==> config.mk <==
export PLATFORM = sky130hd
export DESIGN_NAME = gpio_blink_port
export DESIGN_NICKNAME = d
export VERILOG_FILES = /design/src/rtl/gpio_port_pkg.sv /design/src/rtl/gpio_in_sync.sv /design/src/rtl/gpio_blink_osc.sv /design/src/rtl/gpio_pin_drive.sv /design/src/rtl/gpio_regfile.sv /design/src/rtl/gpio_blink_port.sv
export SDC_FILE = /design/constraint.sdc
export NUM_CORES = 1
export LEC_CHECK = 0
export ABC_AREA = 1
export BUFFER_PORTS_ARGS = -buffer_cell sky130_fd_sc_hd__buf_2
export CAP_MARGIN = 20
export CORE_UTILIZATION = 50
export CTS_BUF_LIST = sky130_fd_sc_hd__clkbuf_8
export DETAILED_ROUTE_END_ITERATION = 6
export PLACE_DENSITY = 0.71
export SLEW_MARGIN = 20
export SYNTH_ARGS = -nofsm -noshare
export SYNTH_HDL_FRONTEND = slang
export SYNTH_SLANG_ARGS = --single-unit
==> constraint.sdc <==
create_clock -name clk -period 2.95 [get_ports clk]
set_input_delay 0.1475 -clock clk [delete_from_list [all_inputs] [get_ports clk]]
set_output_delay 0.1475 -clock clk [all_outputs]
set_load 0.01 [all_outputs]
==> src/rtl/gpio_port_pkg.sv <==
package gpio_port_pkg;

   localparam int unsigned BUS_W = 32;

   // byte addresses of the unshifted registers
   localparam int unsigned ADR_OUT   = 'h00;
   localparam int unsigned ADR_DIR   = 'h04;
   localparam int unsigned ADR_BLINK = 'h08;
   localparam int unsigned ADR_POL   = 'h0C;
   localparam int unsigned ADR_DIN   = 'h10;
   localparam int unsigned ADR_CAUSE = 'h14;
   // base addresses of the shiftable mask registers
   localparam int unsigned ADR_EMASK = 'h18;
   localparam int unsigned ADR_LMASK = 'h1C;

   typedef enum logic [3:0] {
      SEL_NONE,
      SEL_OUT,
      SEL_DIR,
      SEL_BLINK,
      SEL_POL,
      SEL_DIN,
      SEL_CAUSE,
      SEL_EMASK,
      SEL_LMASK
   } reg_sel_e;

endpackage

==> src/rtl/gpio_in_sync.sv <==
module gpio_in_sync #(
   parameter int unsigned WIDTH  = 32,
   parameter int unsigned STAGES = 2
) (
   input  logic             clk,
   input  logic             rst_n,
   input  logic [WIDTH-1:0] d_i,
   output logic [WIDTH-1:0] q_o
);

   logic [STAGES-1:0][WIDTH-1:0] stg_q;

   always_ff @(posedge clk or negedge rst_n) begin
      if (!rst_n) begin
         stg_q <= '0;
      end else begin
         stg_q[0] <= d_i;
         for (int s = 1; s < STAGES; s++) begin
            stg_q[s] <= stg_q[s-1];
         end
      end
   end

   assign q_o = stg_q[STAGES-1];

endmodule

==> src/rtl/gpio_blink_osc.sv <==
module gpio_blink_osc #(
   parameter int unsigned HALF = 1000
) (
   input  logic clk,
   input  logic rst_n,
   output logic phase_o,
   output logic wrap_o
);

   generate
      if (HALF == 1) begin : g_every_cycle
         assign wrap_o = 1'b1;
      end else begin : g_counter
         localparam int unsigned CW = $clog2(HALF);
         localparam logic [CW-1:0] LAST = CW'(HALF - 1);
         logic [CW-1:0] cnt_q;

         assign wrap_o = (cnt_q == LAST);

         always_ff @(posedge clk or negedge rst_n) begin
            if (!rst_n) begin
               cnt_q <= '0;
            end else if (wrap_o) begin
               cnt_q <= '0;
            end else begin
               cnt_q <= cnt_q + 1'b1;
            end
         end
      end
   endgenerate

   always_ff @(posedge clk or negedge rst_n) begin
      if (!rst_n) begin
         phase_o <= 1'b0;
      end else if (wrap_o) begin
         phase_o <= ~phase_o;
      end
   end

endmodule

==> src/rtl/gpio_pin_drive.sv <==
module gpio_pin_drive #(
   parameter int unsigned NUM_PINS = 32
) (
   input  logic [NUM_PINS-1:0] out_i,
   input  logic [NUM_PINS-1:0] dir_i,
   input  logic [NUM_PINS-1:0] blink_i,
   input  logic                phase_i,
   output logic [NUM_PINS-1:0] pin_o,
   output logic [NUM_PINS-1:0] pin_oe
);

   for (genvar i = 0; i < NUM_PINS; i++) begin : g_pin
      assign pin_o[i]  = blink_i[i] ? phase_i : out_i[i];
      assign pin_oe[i] = ~dir_i[i];
   end

endmodule

==> src/rtl/gpio_regfile.sv <==
module gpio_regfile
   import gpio_port_pkg::*;
#(
   parameter int unsigned NUM_PINS = 32,
   parameter int unsigned ADDR_W   = 8,
   parameter int unsigned MASK_OFS = 0
) (
   input  logic                clk,
   input  logic                rst_n,
   input  logic [ADDR_W-1:0]   bus_addr,
   input  logic                bus_wr,
   input  logic                bus_rd,
   input  logic [BUS_W-1:0]    bus_wdata,
   output logic [BUS_W-1:0]    bus_rdata,
   input  logic [NUM_PINS-1:0] pins_sync_i,
   output logic [NUM_PINS-1:0] out_o,
   output logic [NUM_PINS-1:0] dir_o,
   output logic [NUM_PINS-1:0] blink_o,
   output logic [NUM_PINS-1:0] edge_pend_o,
   output logic [NUM_PINS-1:0] level_pend_o
);

   localparam logic [ADDR_W-1:0] A_OUT   = ADDR_W'(ADR_OUT);
   localparam logic [ADDR_W-1:0] A_DIR   = ADDR_W'(ADR_DIR);
   localparam logic [ADDR_W-1:0] A_BLINK = ADDR_W'(ADR_BLINK);
   localparam logic [ADDR_W-1:0] A_POL   = ADDR_W'(ADR_POL);
   localparam logic [ADDR_W-1:0] A_DIN   = ADDR_W'(ADR_DIN);
   localparam logic [ADDR_W-1:0] A_CAUSE = ADDR_W'(ADR_CAUSE);
   localparam logic [ADDR_W-1:0] A_EMASK = ADDR_W'(ADR_EMASK + MASK_OFS);
   localparam logic [ADDR_W-1:0] A_LMASK = ADDR_W'(ADR_LMASK + MASK_OFS);

   logic [NUM_PINS-1:0] out_q, dir_q, blink_q, pol_q;
   logic [NUM_PINS-1:0] emask_q, lmask_q, cause_q, din_q;
   logic [NUM_PINS-1:0] din, rise, keep, cause_nxt, wval;
   reg_sel_e            sel;
   logic [BUS_W-1:0]    rd_val;

   // address decode shared by reads and writes
   always_comb begin
      sel = SEL_NONE;
      if      (bus_addr == A_OUT)   sel = SEL_OUT;
      else if (bus_addr == A_DIR)   sel = SEL_DIR;
      else if (bus_addr == A_BLINK) sel = SEL_BLINK;
      else if (bus_addr == A_POL)   sel = SEL_POL;
      else if (bus_addr == A_DIN)   sel = SEL_DIN;
      else if (bus_addr == A_CAUSE) sel = SEL_CAUSE;
      else if (bus_addr == A_EMASK) sel = SEL_EMASK;
      else if (bus_addr == A_LMASK) sel = SEL_LMASK;
   end

   assign wval = bus_wdata[NUM_PINS-1:0];
   assign din  = pins_sync_i ^ pol_q;
   assign rise = din & ~din_q;
   assign keep = (bus_wr && sel == SEL_CAUSE) ? wval : '1;
   // a fresh edge wins over a clearing write
   assign cause_nxt = (cause_q & keep) | rise;

   always_ff @(posedge clk or negedge rst_n) begin
      if (!rst_n) begin
         out_q   <= '0;
         dir_q   <= '1;
         blink_q <= '0;
         pol_q   <= '0;
         emask_q <= '0;
         lmask_q <= '0;
      end else if (bus_wr) begin
         unique case (sel)
            SEL_OUT:   out_q   <= wval;
            SEL_DIR:   dir_q   <= wval;
            SEL_BLINK: blink_q <= wval;
            SEL_POL:   pol_q   <= wval;
            SEL_EMASK: emask_q <= wval;
            SEL_LMASK: lmask_q <= wval;
            default:   ;
         endcase
      end
   end

   always_ff @(posedge clk or negedge rst_n) begin
      if (!rst_n) begin
         cause_q <= '0;
         din_q   <= '0;
      end else begin
         cause_q <= cause_nxt;
         din_q   <= din;
      end
   end

   always_comb begin
      unique case (sel)
         SEL_OUT:   rd_val = BUS_W'(out_q);
         SEL_DIR:   rd_val = BUS_W'(dir_q);
         SEL_BLINK: rd_val = BUS_W'(blink_q);
         SEL_POL:   rd_val = BUS_W'(pol_q);
         SEL_DIN:   rd_val = BUS_W'(din);
         SEL_CAUSE: rd_val = BUS_W'(cause_q);
         SEL_EMASK: rd_val = BUS_W'(emask_q);
         SEL_LMASK: rd_val = BUS_W'(lmask_q);
         default:   rd_val = '0;
      endcase
   end

   always_ff @(posedge clk or negedge rst_n) begin
      if (!rst_n) begin
         bus_rdata <= '0;
      end else begin
         bus_rdata <= bus_rd ? rd_val : '0;
      end
   end

   assign out_o        = out_q;
   assign dir_o        = dir_q;
   assign blink_o      = blink_q;
   assign edge_pend_o  = cause_q & emask_q;
   assign level_pend_o = din & lmask_q;

endmodule

==> src/rtl/gpio_blink_port.sv <==
module gpio_blink_port
   import gpio_port_pkg::*;
#(
   parameter int unsigned NUM_PINS    = 32,
   parameter int unsigned ADDR_W      = 8,
   parameter int unsigned MASK_OFS    = 0,
   parameter int unsigned BLINK_HALF  = 1000,
   parameter int unsigned SYNC_STAGES = 2
) (
   input  logic                clk,
   input  logic                rst_n,
   input  logic [ADDR_W-1:0]   bus_addr,
   input  logic                bus_wr,
   input  logic                bus_rd,
   input  logic [31:0]         bus_wdata,
   output logic [31:0]         bus_rdata,
   input  logic [NUM_PINS-1:0] pin_i,
   output logic [NUM_PINS-1:0] pin_o,
   output logic [NUM_PINS-1:0] pin_oe,
   output logic [NUM_PINS-1:0] edge_pend,
   output logic [NUM_PINS-1:0] level_pend
);

   localparam int unsigned TOP_ADR = ADR_LMASK + MASK_OFS;

   if (NUM_PINS < 1 || NUM_PINS > BUS_W) begin : g_bad_pins
      $error("NUM_PINS must lie between 1 and the bus width");
   end
   if (MASK_OFS % 4 != 0) begin : g_bad_ofs
      $error("MASK_OFS must be word aligned");
   end
   if (TOP_ADR >= (1 << ADDR_W)) begin : g_bad_addr
      $error("ADDR_W too narrow for the shifted mask registers");
   end
   if (BLINK_HALF < 1) begin : g_bad_half
      $error("BLINK_HALF must be at least one cycle");
   end
   if (SYNC_STAGES < 2) begin : g_bad_sync
      $error("SYNC_STAGES must be at least two");
   end

   logic [NUM_PINS-1:0] pins_sync;
   logic [NUM_PINS-1:0] out_q, dir_q, blink_q;
   logic                blink_phase, blink_wrap;

   gpio_in_sync #(
      .WIDTH  (NUM_PINS),
      .STAGES (SYNC_STAGES)
   ) u_sync (
      .clk   (clk),
      .rst_n (rst_n),
      .d_i   (pin_i),
      .q_o   (pins_sync)
   );

   gpio_blink_osc #(
      .HALF (BLINK_HALF)
   ) u_osc (
      .clk     (clk),
      .rst_n   (rst_n),
      .phase_o (blink_phase),
      .wrap_o  (blink_wrap)
   );

   gpio_regfile #(
      .NUM_PINS (NUM_PINS),
      .ADDR_W   (ADDR_W),
      .MASK_OFS (MASK_OFS)
   ) u_regs (
      .clk          (clk),
      .rst_n        (rst_n),
      .bus_addr     (bus_addr),
      .bus_wr       (bus_wr),
      .bus_rd       (bus_rd),
      .bus_wdata    (bus_wdata),
      .bus_rdata    (bus_rdata),
      .pins_sync_i  (pins_sync),
      .out_o        (out_q),
      .dir_o        (dir_q),
      .blink_o      (blink_q),
      .edge_pend_o  (edge_pend),
      .level_pend_o (level_pend)
   );

   gpio_pin_drive #(
      .NUM_PINS (NUM_PINS)
   ) u_drive (
      .out_i   (out_q),
      .dir_i   (dir_q),
      .blink_i (blink_q),
      .phase_i (blink_phase),
      .pin_o   (pin_o),
      .pin_oe  (pin_oe)
   );

endmodule

==> results of run 1 <==
per-stage QoR:
step           setup slack, ns   util  area [sq um]  cells  hold WS (ns)
6_report                 0.348  0.619         18900   2537        0.0309
5_1_grt                  0.198  0.619         18900   2537        0.0350
4_1_cts                  0.350  0.619         18900   2534        0.0131
3_5_place_dp             0.712  0.556         17000   2357         0.210
3_3_place_gp             0.813  0.556         17000   2357         0.195
2_1_floorplan             1.66      -         15600   1785        -0.148
logic make-up (layout without fill, tap and decap cells):
logic type | after synthesis | after routing
AO/OA/AOI/OAI | 328 | 328
buffers and inverters | 263 | 616
AND/OR/NAND/NOR | 795 | 795
XOR/XNOR | 35 | 35
other | 0 | 3
adder cells (fa/ha/maj) | 1 | 1
flip-flops | 363 | 363
sequential cells by signal, indices dropped and copies added, names as in the netlist:
register	flops
u_sync.q_o	32
u_regs.din_q	32
u_regs.pol_q	32
u_regs.out_o	32
u_regs.emask_q	32
u_regs.blink_o	32
u_regs.bus_rdata	32
u_sync.stg_q	32
u_osc.g_counter.cnt_q	10
u_regs.cause_q	32
u_regs.lmask_q	32
u_osc.phase_o	1
u_regs.dir_o	32
where the power goes:
group	switching, mW	internal (mW)	leakage, nW	total, mW
clock network	2.05	2.50	0.728	4.55
logic	0.509	0.298	4.58	0.807
registers	0.147	5.21	4.52	5.36
total	2.71	8.01	9.83	10.7
final timing paths:
| path | from | end | slack (ns) | cells after the start |
|---|---|---|---|---|
| hold reg to reg | u_sync.stg_q[7]$_DFF_PN0_ | u_sync.q_o[7]$_DFF_PN0_ | 0.34 | 0 |
| hold / removal | bus_addr[3] | u_regs.bus_rdata[6]$_DFF_PN0_ | 0.03 | 5 |
| min in group asynchronous | rst_n | u_regs.out_o[12]$_DFFE_PN0P_ | 0.15 | 2 |
| setup / recovery | u_osc.phase_o$_DFFE_PN0N_ | pin_o[28] | 0.35 | 4 |
| max in group asynchronous | rst_n | u_regs.dir_o[24]$_DFFE_PN1P_ | 1.89 | 3 |
| setup reg to reg | u_osc.phase_o$_DFFE_PN0N_ | u_osc.phase_o$_DFFE_PN0N_ | 1.25 | 3 |
critical path: cells and delay by family, from the launching register on:
| family | cells | cell delay [ns] |
|---|---|---|
| buffers and inverters | 3 | 1.24 |
| DFF | 1 | 0.33 |
| AOI/OAI and AO/OA | 1 | 0.28 |
repair_timing:
| action | 4_1_cts | 5_1_grt |
|---|---|---|
| hold endpoints to repair | 330 | 0 |
| hold buffers | 66 | 0 |
| gates resized for setup | 0 | 0 |
| endpoints found under the setup margin | 0 | 0 |
final cells by class:
class	instances	area, sq um	area share
Inverter	182	684	0.0361
Sequential cell	363	9120	0.482
Timing Repair Buffer	323	2090	0.110
Clock buffer	83	1140	0.0603
Clock inverter	28	134	0.00707
Antenna cell	3	7.51	0.000396
Tap cell	396	495	0.0262
Multi-Input combinational cell	1159	5270	0.278
placed cells by master (no fill, tap or decap), drive strengths merged, types with 34 or more instances in the layout:
cell type / instances
nand2: 534
dfrtp: 331
o21ai: 258
buf: 257
inv: 196
nor2: 151
nand3: 105
clkbuf: 83
a21oi: 69
dlygate4sd3: 66
xor2: 34
routing by layer:
layer / share of wire / GRT usage / wire (um) / up-vias
met5: 0 / 0 / 0 / -
met1: 0.43 / 0.374 / 18800 / 6243
met4: 0.038 / 0.133 / 1660 / 0
li1: - / - / - / 6252
met2: 0.48 / 0.461 / 20900 / 511
met3: 0.058 / 0.0413 / 2540 / 118
==> qor.txt, run 1 <==
CTS tree: done
Cell Pwr Density: 566 nW/um^2
Post-Synth Simple-Gate Area: 0.212
Fin. Hold Viols: 0
Gr usage total: 0.283
Overall power: 10.7 mW
Vias in the first global route: 12,900
Die Ht: 178 um
Top post-synthesis cells by count: 527 x nand2_1, 331 x dfrtp_1, 178 x inv_1, 141 x nor2_1, 133 x o21ai_0
Root buf cell: clkbuf_8
DRC viols: 0
VDD IR max: 0.362 mV
Number of enable flip-flop cells after synthesis: 0
CP required: 2.80 ns
Starting Density: 0.508
Largest net degree at the start of global routing: 100
Worst hold path class: primary input to flip-flop
Synth Warn #: 0
Area Overhead vs Synth: 21.8%
Post-layout min period: 2.60 ns
Initial antenna violation count: 3
Max Root-Sink Buffers: 3
I/O Buffers: 235
TNS Setup: 0 ns
Worst stage delay on the critical path: 0.58 ns
Net Count, Synth: 1,862
Commonest register cell after synthesis: dfrtp_1
Library cells used by synthesis: 31
Slowest CP cell: clkinv_1
IO Count: 236
Flops & latches, synth: 363
Count leader, synth: nand2_1
Compound-Gate Fraction of Synth Area: 0.106
Max Slew Vio Count: 0
Leak pwr: 9.83 nW
Die footprint: 31,800 sq um
Combinational family with the most area after synthesis: simple AND/OR/NAND/NOR gates
Routed WL: 43,900 um
Worst Max-Slew Pin Slew: 0.825 ns
Mean Syn Cell Area: 8.71 sq um
Synth async-reset ratio: 1.00
Grt total ovfl: 0
TritonCTS buffer count: 60
Global-route wire length before repair: 68,900 um
Post-synth top area cell: dfrtp_1
Routed vias: 13,100
GPL Wtd Cong: 0.840
Post-synthesis xor/xnor area fraction: 0.0197
Cell Rows: 64
Postcts setup bufs: 0
Worst slew margin: 0.449
Average wire per standard cell: 17.3 um
F_max: 0.384 GHz
Clk_lat worst skew: 0.62 ns
Status: completed
Max-Cap Viols: 0
Worst-path fanout max: 18
Clk_skew: 0.0274 ns
H-tree depth: 2
Setup Viol. Count Final: 0
Post-Synth Adder-Cell Area: 0.000804
Antenna viol nets, final: 0
Crit share post-route: 0.882
Unrepaired setup endpoints after global routing: no
Fillcell total: 2,639
Critical path type: flip-flop to output pin
Core footprint: 30,600 sq um
CTS sink cnt: 363
HPWL after detailed placement: 26,900 um
Seq/Total Area, Yosys: 0.587
Synth top area cells: dfrtp_1 53%, nand2_1 13%, dfstp_2 5.4%
Die width: 178 um
Mux contribution to synthesized area: 0
Clock slew at reported path FFs: 0.06 ns
Critical Path Start Type: flip-flop
Mapped Area: 15,600 sq um
Vias per cell: 5.17
DRT Pass-1 Iters: 5
Cells after Synth: 1,785
Share of post-route cells with drive strength above 1: 0.192
Area share of the largest cell type after synthesis: 0.533
CP endpoint kind: output pin
Nets: 2,166
Drt initial violations: 1,120
Worst endpoint data arrival time: 2.45 ns
CP Cell Sequence: clkinv_1, buf_4, a21oi_1, buf_2
Note: power is estimated with default switching activity, not from simulation.
==> run 2: changes to the inputs <==
--- a/config.mk
+++ b/config.mk
@@ -6,12 +6,11 @@
 export NUM_CORES = 1
 export LEC_CHECK = 0
 export ABC_AREA = 1
-export BUFFER_PORTS_ARGS = -buffer_cell sky130_fd_sc_hd__buf_2
 export CAP_MARGIN = 20
 export CORE_UTILIZATION = 50
 export CTS_BUF_LIST = sky130_fd_sc_hd__clkbuf_8
 export DETAILED_ROUTE_END_ITERATION = 6
-export PLACE_DENSITY = 0.71
+export DONT_BUFFER_PORTS = 1
 export SLEW_MARGIN = 20
 export SYNTH_ARGS = -nofsm -noshare
 export SYNTH_HDL_FRONTEND = slang
==> qor.txt, run 2 (synthesized netlist as in run 1, its figures left out) <==
Worst-path fanout max: 33
Crit share post-route: 0.733
CP required: 2.80 ns
CP Cell Sequence: inv_2, a21oi_1
Initial antenna violation count: 0
H-tree depth: 2
Vias per cell: 5.24
Unrepaired setup endpoints after global routing: no
Global-route wire length before repair: 66,100 um
Post-Place Cells: 2,113
Worst Setup Slack, final: 0.788 ns
Worst slew margin: 0.0786
Area Overhead vs Synth: 13.5%
Gr usage total: 0.276
Leak pwr: 8.75 nW
Slowest CP cell: inv_2
Postcts setup bufs: 0
Final instance area: 17,700 sq um
TritonCTS buffer count: 61
Routed WL: 43,000 um
Grt total ovfl: 0
VDD IR max: 0.406 mV
Cell family with most CP delay: buffers and inverters
Die Ht: 178 um
Die width: 178 um
DRT Pass-1 Iters: 5
Hold_ws: -0.754 ns
Max Root-Sink Buffers: 3
Critical Path Start Type: flip-flop
CP endpoint kind: output pin
Violated checks: hold timing
Clk_lat worst skew: 0.62 ns
CTS tree: done
Commonest non-fill, non-tap cell in the layout: nand2_1
Worst hold path class: primary input to asynchronous set/reset pin
Share of post-route cells with drive strength above 1: 0.0840
Antenna viol nets, final: 0
Drt initial violations: 981
Setup WS pre-CTS: 0.838 ns
CTS sink cnt: 363
DRC viols: 0
Clk_skew: 0.0211 ns
Cell Rows: 64
DP Area: 15,700 sq um
Worst stage delay on the critical path: 0.65 ns
Routed vias: 12,100
Final non-filler cell total: 2,300
Clock slew at reported path FFs: 0.06 ns
Average wire per standard cell: 18.7 um
IO Count: 236
Largest net degree at the start of global routing: 364
Diodes inserted: 0
Root buf cell: clkbuf_8
Hold_buf cts: 74
Overall power: 10.3 mW
Max Slew Vio Count: 0
TNS Setup: 0 ns
Vias in the first global route: 11,800
Cell Pwr Density: 585 nW/um^2
Critical path type: flip-flop to output pin
Die footprint: 31,800 sq um
HPWL after detailed placement: 25,000 um
Most frequent cells in the layout: 527 x nand2_1, 331 x dfrtp_1, 202 x inv_1
Max-Cap Viols: 0
Status: finished, violations left
Critical path buffers and inverters: 1
Starting Density: 0.508
Setup Viol. Count Final: 0
GPL Wtd Cong: 0.809
I/O Buffers: 0
Worst Max-Slew Pin Slew: 1.38 ns
F_max: 0.463 GHz
Nets: 1,931
Fin. Hold Viols: 347
Worst endpoint data arrival time: 2.01 ns
Core footprint: 30,600 sq um
R2R setup slack: 1.46 ns
Post-layout min period: 2.16 ns
Resized cells post-CTS: 0
run 2: cell count changes in the layout (fill, tap and decap cells not counted), sizes merged:
cell and delta:
clkinvlp +1, buf -244, inv +10, clkinv -6
clkbuf -3, dlygate4sd3 +8, diode -3
run 2: layout make-up:
cell class	instances	area [sq um]
Fill cell	2781	12900
Sequential cell	363	9120
Multi-Input combinational cell	1159	5270
Clock buffer	80	1100
Timing Repair Buffer	87	851
Inverter	182	684
Tap cell	396	495
Clock inverter	33	136
run 2: report_power, final:
group | switching, mW | internal (mW)
Sequential | 0.151 | 5.21
Clock | 2.00 | 2.41
Combinational | 0.358 | 0.189
run 2: path summary, 6_finish.rpt:
| kind | from | end | cells after the start |
|---|---|---|---|
| setup / recovery | u_osc.phase_o$_DFFE_PN0N_ | pin_o[22] | 2 |
| hold / removal | rst_n | u_regs.din_q[8]$_DFF_PN0_ | 0 |
| setup reg to reg | u_osc.g_counter.cnt_q[0]$_DFF_PN0_ | u_osc.g_counter.cnt_q[8]$_DFF_PN0_ | 6 |
| hold reg to reg | u_sync.stg_q[4]$_DFF_PN0_ | u_sync.q_o[4]$_DFF_PN0_ | 0 |
| max in group asynchronous | rst_n | u_regs.blink_o[13]$_DFFE_PN0P_ | 0 |
| min in group clk | bus_wr | u_regs.cause_q[5]$_DFF_PN0_ | 3 |
run 2: through the flow:
step,hold WS (ns),utilization
after floorplan,-0.148,-
after global placement,-0.133,0.513
after detailed placement,-0.133,0.513
after CTS,-0.789,0.577
after global routing,-0.790,0.577
final,-0.754,0.577
run 2: per-layer routing:
metal	up-vias	global-route usage	routed length, um
li1	5780	-	-
met2	417	0.448	20200
met4	0	0.102	1320
met5	-	0	0
met3	95	0.0541	2580
met1	5764	0.367	18900
==> run 3: changes to the inputs <==
==> constraint.sdc (replaced) <==
create_clock -name clk -period 2 [get_ports clk]
set_input_delay 0.1 -clock clk [delete_from_list [all_inputs] [get_ports clk]]
set_output_delay 0.1 -clock clk [all_outputs]
set_load 0.01 [all_outputs]
==> qor.txt, run 3 (synthesized netlist as in run 1, its figures left out) <==
Status: finished, violations left
Violated checks: hold timing
Vias in the first global route: 11,600
Root buf cell: clkbuf_8
H-tree depth: 2
I/O Buffers: 0
Drt initial violations: 922
Cell family with most CP delay: buffers and inverters
Setup WS pre-CTS: 0.222 ns
DRC viols: 0
Core footprint: 30,600 sq um
Die Ht: 178 um
Routed WL: 43,000 um
Unrepaired setup endpoints after global routing: no
Area Overhead vs Synth: 15.3%
Setup Viol. Count Final: 0
Diodes inserted: 0
Critical register-to-register path startpoint: u_osc.g_counter.cnt_q[0]$_DFF_PN0_
Hold_ws: -0.805 ns
Crit share post-route: 0.975
Average wire per standard cell: 18.4 um
Crit path launch: bus_addr[1]
CTS tree: done
Antenna viol nets, final: 0
Post-Place Cells: 2,123
Commonest non-fill, non-tap cell in the layout: nand2_1
Critical path buffers and inverters: 3
Post-layout min period: 1.95 ns
Clock slew at reported path FFs: 0.06 ns
Postcts setup bufs: 0
Worst hold path class: primary input to asynchronous set/reset pin
Critical Path Start Type: primary input
Global-route wire length before repair: 66,300 um
Vias per cell: 5.16
CP endpoint kind: flip-flop
Slowest CP cell: dlygate4sd3_1
HPWL after detailed placement: 25,400 um
Final core occ: 0.586
Share of post-route cells with drive strength above 1: 0.0831
Cell Rows: 64
Die footprint: 31,800 sq um
Max-Cap Viols: 0
Clk_skew: 0.0250 ns
Nets: 1,964
Cell Pwr Density: 839 nW/um^2
Die width: 178 um
Worst Setup Slack, final: 0.0491 ns
TritonCTS buffer count: 61
Worst stage delay on the critical path: 0.64 ns
Final non-filler cell total: 2,333
Max Root-Sink Buffers: 3
Largest net degree at the start of global routing: 364
Initial antenna violation count: 0
CP required: 2.51 ns
Clk_lat worst skew: 0.63 ns
Max Slew Vio Count: 0
Gr usage total: 0.276
Worst-path fanout max: 13
F_max: 0.513 GHz
VDD IR max: 0.508 mV
Grt total ovfl: 0
CP Cell Sequence: dlygate4sd3_1, nor2_4, nand3_2, dlygate4sd3_1, nor2_8, buf_6, nand2_1, nand2_1, nor2_1, a21oi_1
Worst Max-Slew Pin Slew: 0.888 ns
Most frequent cells in the layout: 526 x nand2_1, 331 x dfrtp_1, 212 x inv_1
DRT Pass-1 Iters: 5
GPL Wtd Cong: 0.812
Worst slew margin: 0.407
Worst endpoint data arrival time: 2.46 ns
Leak pwr: 8.88 nW
Hold_buf cts: 97
CTS sink cnt: 363
Critical path type: primary input to flip-flop
IO Count: 236
Routed vias: 12,000
Starting Density: 0.508
TNS Setup: 0 ns
Fin. Hold Viols: 363
==> run 3: cell types whose count changed in the layout (fill, tap and decap cells not counted), moves of 6 or more <==
cell / before / now
buf_4: 12 / 19
clkbuf_8: 80 / 74
clkinv_2: 8 / 2
dlygate4sd3_1: 74 / 97
inv_1: 202 / 212
==> run 3: where the power goes <==
| part | switching [mW] | leakage (nW) | internal [mW] | total [mW] |
|---|---|---|---|---|
| logic | 0.544 | 3.63 | 0.315 | 0.859 |
| registers | 0.218 | 4.52 | 7.69 | 7.91 |
| clock network | 2.96 | 0.729 | 3.32 | 6.28 |
| total | 3.72 | 8.88 | 11.3 | 15.1 |
==> run 3: stage by stage <==
step	instance area (sq um)	power, mW
floorplan	15600	8.50
global placement	15800	8.70
detailed placement	15800	8.72
CTS	17900	15.2
global route	17900	15.7
finish	17900	15.1
==> run 3: metal layers <==
metal | track usage | share of wire | vias to the layer above
met5 | 0 | 0 | -
met4 | 0.0953 | 0.029 | 0
met3 | 0.0539 | 0.058 | 84
met2 | 0.454 | 0.48 | 346
met1 | 0.364 | 0.43 | 5778
li1 | - | - | 5836
==> run 3: worst paths after layout <==
kind	to	slack, ns	cells after the start
max in group asynchronous	u_sync.stg_q[4]$_DFF_PN0_	2.15	0
worst min register to register	u_sync.q_o[20]$_DFF_PN0_	0.34	0
worst max register to register	u_osc.g_counter.cnt_q[8]$_DFF_PN0_	0.46	6
min in group clk	u_regs.cause_q[9]$_DFF_PN0_	0.04	3
worst min-delay path	u_regs.emask_q[8]$_DFFE_PN0P_	-0.81	0
worst max-delay path	u_regs.bus_rdata[11]$_DFF_PN0_	0.05	10
==> run 3: layout make-up <==
cell class / count / area [sq um]
sequential: 363 / 9120
clock buffer: 74 / 1020
clock inverter: 39 / 163
fill: 2753 / 12700
tap: 396 / 495
inverter: 182 / 684
timing repair buffer: 120 / 1180
multi-input combinational: 1159 / 5270
==> run 3: timing repair <==
action / CTS / global route
resized for setup: 0 / 4
endpoints found under the hold margin: 633 / 363
setup endpoints to repair: 0 / 16
